`src/rtl/sfu_pkg.sv`:
```
package sfu_pkg;
  typedef enum logic [2:0] {
    OP_ADD  = 3'd0,
    OP_ADC  = 3'd1,
    OP_SUB  = 3'd2,
    OP_SBB  = 3'd3,
    OP_AND  = 3'd4,
    OP_OR   = 3'd5,
    OP_XOR  = 3'd6,
    OP_PASS = 3'd7
  } sfu_op_e;

  typedef struct packed {
    logic s;
    logic z;
    logic a;
    logic p;
    logic c;
    logic o;
  } sfu_flags_t;
endpackage

```
`src/rtl/sfu_addsub.sv`:
```
module sfu_addsub #(
  parameter int DW = 16
) (
  input  logic [DW-1:0] a,
  input  logic [DW-1:0] b,
  input  logic          cin,
  input  logic          sub,
  input  logic          word,
  output logic [DW-1:0] res,
  output logic          cout,
  output logic          aux,
  output logic          ovf
);
  localparam int BW = DW / 2;

  function automatic logic msb_of(input logic [DW-1:0] v, input logic w);
    return w ? v[DW-1] : v[BW-1];
  endfunction

  logic [DW-1:0] b_eff;
  logic          c0;
  logic [DW:0]   wsum;
  logic [BW:0]   bsum;
  logic [4:0]    nsum;
  logic          ma, mb, mr;

  assign b_eff = sub ? ~b : b;
  assign c0    = sub ? ~cin : cin;
  assign wsum  = {1'b0, a} + {1'b0, b_eff} + {{DW{1'b0}}, c0};
  assign bsum  = {1'b0, a[BW-1:0]} + {1'b0, b_eff[BW-1:0]} + {{BW{1'b0}}, c0};
  assign nsum  = {1'b0, a[3:0]} + {1'b0, b_eff[3:0]} + {4'b0, c0};

  assign res  = word ? wsum[DW-1:0] : {{BW{1'b0}}, bsum[BW-1:0]};
  assign cout = (word ? wsum[DW] : bsum[BW]) ^ sub;
  assign aux  = nsum[4] ^ sub;

  assign ma  = msb_of(a, word);
  assign mb  = msb_of(b_eff, word);
  assign mr  = msb_of(res, word);
  assign ovf = (ma == mb) && (mr != ma);
endmodule

```
`src/rtl/sfu_logic.sv`:
```
module sfu_logic #(
  parameter int DW = 16
) (
  input  logic [DW-1:0] a,
  input  logic [DW-1:0] b,
  input  logic [2:0]    op,
  input  logic          word,
  output logic [DW-1:0] res
);
  import sfu_pkg::*;
  localparam int BW = DW / 2;

  logic [DW-1:0] full;

  always_comb begin
    case (op)
      OP_AND:  full = a & b;
      OP_OR:   full = a | b;
      OP_XOR:  full = a ^ b;
      default: full = a;
    endcase
  end

  assign res = word ? full : {{BW{1'b0}}, full[BW-1:0]};
endmodule

```
`src/rtl/sfu_flaggen.sv`:
```
module sfu_flaggen #(
  parameter int DW = 16
) (
  input  logic [DW-1:0]       res,
  input  logic                word,
  input  logic                is_logic,
  input  logic                cout,
  input  logic                aux,
  input  logic                ovf,
  output sfu_pkg::sfu_flags_t nxt
);
  localparam int BW = DW / 2;

  function automatic logic even_ones(input logic [7:0] v);
    return ~^v;
  endfunction

  always_comb begin
    nxt.s = word ? res[DW-1] : res[BW-1];
    nxt.z = (res == '0);
    nxt.p = even_ones(res[7:0]);
    nxt.a = is_logic ? 1'b0 : aux;
    nxt.c = is_logic ? 1'b0 : cout;
    nxt.o = is_logic ? 1'b0 : ovf;
  end
endmodule

```
`src/rtl/status_flag_unit.sv`:
```
module status_flag_unit #(
  parameter int DW = 16
) (
  input  logic          clk,
  input  logic          rst_n,
  input  logic [DW-1:0] opa,
  input  logic [DW-1:0] opb,
  input  logic          carry_in,
  input  logic [2:0]    op_sel,
  input  logic          word_mode,
  input  logic          flag_we,
  output logic [DW-1:0] result,
  output logic          flag_sign,
  output logic          flag_zero,
  output logic          flag_aux,
  output logic          flag_parity,
  output logic          flag_carry,
  output logic          flag_ovf
);
  import sfu_pkg::*;
  localparam int BW = DW / 2;

  logic          is_logic, is_sub, use_cin;
  logic [DW-1:0] arith_res, logic_res;
  logic          ar_cout, ar_aux, ar_ovf;
  sfu_flags_t    flag_nxt, flag_q;

  assign is_logic = op_sel[2];
  assign is_sub   = (op_sel == OP_SUB) || (op_sel == OP_SBB);
  assign use_cin  = (op_sel == OP_ADC) || (op_sel == OP_SBB);

  sfu_addsub #(.DW(DW)) u_addsub (
    .a(opa), .b(opb), .cin(use_cin & carry_in), .sub(is_sub), .word(word_mode),
    .res(arith_res), .cout(ar_cout), .aux(ar_aux), .ovf(ar_ovf)
  );

  sfu_logic #(.DW(DW)) u_logic (
    .a(opa), .b(opb), .op(op_sel), .word(word_mode), .res(logic_res)
  );

  assign result = is_logic ? logic_res : arith_res;

  sfu_flaggen #(.DW(DW)) u_flaggen (
    .res(result), .word(word_mode), .is_logic(is_logic),
    .cout(ar_cout), .aux(ar_aux), .ovf(ar_ovf), .nxt(flag_nxt)
  );

  always_ff @(posedge clk or negedge rst_n) begin
    if (!rst_n)       flag_q <= '0;
    else if (flag_we) flag_q <= flag_nxt;
  end

  assign flag_sign   = flag_q.s;
  assign flag_zero   = flag_q.z;
  assign flag_aux    = flag_q.a;
  assign flag_parity = flag_q.p;
  assign flag_carry  = flag_q.c;
  assign flag_ovf    = flag_q.o;

  p_hold_r10: assert property (@(posedge clk) disable iff (!rst_n)
    !flag_we |=> $stable(flag_q));

  p_logic_clear_r9: assert property (@(posedge clk) disable iff (!rst_n)
    (flag_we && is_logic) |=> (!flag_carry && !flag_ovf && !flag_aux));

  p_sign_msb_r2: assert property (@(posedge clk) disable iff (!rst_n)
    flag_we |=> (flag_sign == $past(word_mode ? result[DW-1] : result[BW-1])));

  p_zero_r3: assert property (@(posedge clk) disable iff (!rst_n)
    flag_we |=> (flag_zero == ($past(result) == '0)));

  p_parity_low_r5: assert property (@(posedge clk) disable iff (!rst_n)
    flag_we |=> (flag_parity == ($countones($past(result[7:0])) % 2 == 0)));

  p_byte_upper_r1: assert property (@(posedge clk) disable iff (!rst_n)
    !word_mode |-> (result[DW-1:BW] == '0));
endmodule

```
`config.mk`:
```
export PLATFORM = sky130hd
export DESIGN_NAME = status_flag_unit
export DESIGN_NICKNAME = d
export VERILOG_FILES = /design/src/rtl/sfu_pkg.sv /design/src/rtl/sfu_addsub.sv /design/src/rtl/sfu_logic.sv /design/src/rtl/sfu_flaggen.sv /design/src/rtl/status_flag_unit.sv
export SDC_FILE = /design/constraint.sdc
export NUM_CORES = 1
export LEC_CHECK = 0
export BUFFER_PORTS_ARGS = -buffer_cell sky130_fd_sc_hd__buf_4
export CAP_MARGIN = 20
export CORE_ASPECT_RATIO = 0.75
export CORE_UTILIZATION = 50
export CTS_CLUSTER_SIZE = 30
export DETAILED_ROUTE_END_ITERATION = 10
export PLACE_DENSITY = 0.75
export SLEW_MARGIN = 10
export SYNTH_ARGS = -nofsm -noshare
export SYNTH_HDL_FRONTEND = slang
export SYNTH_SLANG_ARGS = --single-unit
```
`constraint.sdc`:
```
create_clock -name clk -period 4.99 [get_ports clk]
set_input_delay 0.2495 -clock clk [delete_from_list [all_inputs] [get_ports clk]]
set_output_delay 0.2495 -clock clk [all_outputs]
set_load 0.02 [all_outputs]
```
==> flow_summary.json <==
{
  "cts_resized": 0,
  "cts_buffers": 3,
  "timing.final.crit_share_pct": 76.6,
  "crit_start": "op_sel[1]",
  "synth-edff-count": 0,
  "hold_viol": 0,
  "routedWlPerCell_um": 14.2,
  "worst_setup_path_end_kind": "output port",
  "setup-tns-final_ps": 0,
  "post-route-drc-count": 0,
  "vias": 2498,
  "portBuffers": 61,
  "drt-vias-per-instance": 5.56,
  "ant_nets": 0,
  "synth_cells": 322,
  "grt_pass1_vias": 2357,
  "async_reset_ff_share_pct": 100,
  "relSlewSlack_pct": 66.0,
  "outcome": "finished, final reports clean",
  "clock-sinks": 6,
  "synth.distinct_cells": 61,
  "setup_viol": 0,
  "startpoint_type": "input pin",
  "postCtsSetupBuffers": 0,
  "row_count": 22,
  "synth_ff_type": "dfrtp_1",
  "layout.nets": 472,
  "drive_above_1_share_pct": 26.0,
  "yosysWarnings": 0,
  "clk_latency_ps": 220,
  "arrival_ps": 3570,
  "n_antenna_cell": 0,
  "grt.overflow.total": 0,
  "synth_area_um2": 2640,
  "timing.rr.start": "flag_parity",
  "ys_seq_elements": 6,
  "seq_area_frac_synth_pct": 5.69,
  "drt-initial-drc-count": 162,
  "rrSetupSlack_ps": 4240,
  "worstHoldStart": "flag_we",
  "stdcell_count": 449,
  "dpl-instance-area_um2": 3150,
  "ir_worst_vdd_mv": 0.0822,
  "finalWeightedCongestion": 0.872,
  "maxCapViolations": 0,
  "antenna_found_initial": 0,
  "path_class": "in2out",
  "leakagePower_nw": 1.58,
  "clock-skew-final_ps": 0,
  "wirelength_mm": 6.39,
  "dp_hpwl_mm": 5.29,
  "min-delay-path-class": "in2reg",
  "fmax_mhz": 262,
  "htree_levels": 1,
  "final_cell_area_um2": 3200,
  "grtUsageTotal_pct": 24.1,
  "reg2regPathDepth": 1,
  "rsz0062_at_grt": "no",
  "crit_fanout": 22,
  "crit_required_ps": 4740,
  "core_um2": 4980,
  "syn_nets": 415,
  "die_x_um": 85.9,
  "cts_tree": "done",
  "drt_first_pass_iters": 4,
  "cpPeakStageDelay_ps": 480,
  "grt_max_degree": 27,
  "start_util_pct": 53.0,
  "path_clk_slew_ps": 30,
  "worst_slew_pin_slew_ps": 510,
  "crit_chain": "buf_4 > nand2_1 > xnor2_1 > fa_1 > fa_1 > a21oi_1 > o221ai_2 > a2111o_1 > a41o_1 > o311ai_2 > buf_4",
  "syn2layout_area_growth_pct": 21.4,
  "die-area_um2": 5580,
  "whs_path_depth": 2,
  "critPathSlowestCell": "a2111o_1",
  "maxSlewViolCount": 0,
  "grt_pass1_wl_mm": 10.9,
  "timing.hold.ws_ps": 313,
  "postCtsHoldBufs": 1,
  "total_power_mw": 0.625,
  "cts-root-buf": "clkbuf_8",
  "io_pins": 62,
  "clockBufferDepth": 2,
  "dp.cells": 445,
  "die_y_um": 64.9,
  "post_synth.cell_area_avg_um2": 8.20,
  "powerDensity_nw_per_um2": 195,
  "fin_crit_ps": 3820
}
[routing by layer]
metal  vias up  share of wire, %  track usage [%]  wire, um
met5         -                 0                0         0
met4         0              0.52             3.13        33
met3         6               5.8             1.02       373
met2        71                45             40.5      2900
met1      1174                48             35.1      3080
li1       1247                 -                -         -
[per-stage QoR]
| step | util [%] | setup WS [ps] |
|---|---|---|
| after CTS | 64.3 | 1160 |
| after global routing | 64.3 | 929 |
| after floorplan | - | 754 |
| final | 64.3 | 1170 |
| after detailed placement | 63.3 | 1020 |
| after global placement | 63.3 | 1190 |
[logic make-up (layout without fill, tap and decap cells)]
kind of cell             Yosys count  after routing  synth area share, %
AND/OR/NAND/NOR                   76             76                 14.2
buffers and inverters             76            131                 11.0
AO/OA/AOI/OAI                     66             66                 20.4
adder cells (fa/ha/maj)           53             53                 25.7
XOR/XNOR                          27             27                 8.96
multiplexers                      18             18                 14.1
flip-flops                         6              6                 5.69
[power breakdown]
group / total, mW / switching, mW / internal (mW) / leakage [nW]
Combinational: 0.488 / 0.265 / 0.224 / 1.49
Sequential: 0.0638 / 0.00523 / 0.0586 / 0.0763
Clock: 0.0730 / 0.0212 / 0.0518 / 0.0216
Total: 0.625 / 0.291 / 0.334 / 1.58
[area by class of cell]
cell class	count	area, um2
clock buffer	3	41.3
fill	450	1780
inverter	64	240
multi-input combinational	240	2200
sequential	6	150
tap	72	90.1
timing repair buffer	64	483
[final timing paths]
kind,endpoint
setup reg to reg,flag_parity
hold / removal,flag_zero
min in group asynchronous,flag_parity
setup / recovery,result[14]
max in group asynchronous,flag_sign
hold reg to reg,flag_sign
[registers in the layout (all words and copies together), names as in the netlist]
signal	cells
flag_carry	1
flag_zero	1
flag_sign	1
flag_aux	1
flag_ovf	1
flag_parity	1
[worst max-delay path: cells and delay by family]
family	cells	cell delay, ps
xor+xnor	1	170
simple gates	1	140
compound gates	5	1560
fa+ha+maj	2	890
buf+inv	2	530
[placed cells by master, fill, tap and decap left out, types with 3 or more instances in the layout]
cell type  instances
a211oi_1           6
a21oi_1           11
and2_1             4
buf_4             63
clkbuf_8           3
dfrtp_1            6
ha_1              51
inv_1             64
mux2_2             3
mux4_2            15
nand2_1           21
nand2b_1           4
nand3_1            8
nor2_1            21
nor3_1             4
o2111a_1           3
o211ai_1           3
o21a_1             3
o21ai_0            5
o22ai_1            3
or2_2              3
xnor2_1           23
xor2_1             4
[synthesized netlist by cell type, drive strengths merged (4+ instances only)]
master / n / area [um2]
a211oi: 7 / 57.6
a21oi: 13 / 72.6
and2: 4 / 25.0
buf: 5 / 23.8
clkbuf: 7 / 26.3
dfrtp: 6 / 150
ha: 51 / 638
inv: 64 / 240
mux4: 15 / 338
nand2: 21 / 78.8
nand2b: 4 / 25.0
nand3: 8 / 40.0
nor2: 21 / 78.8
nor3: 4 / 20.0
o211ai: 5 / 47.5
o21ai: 6 / 30.0
xnor2: 23 / 201
xor2: 4 / 35.0
No activity file was read; power rests on OpenSTA's default activity.
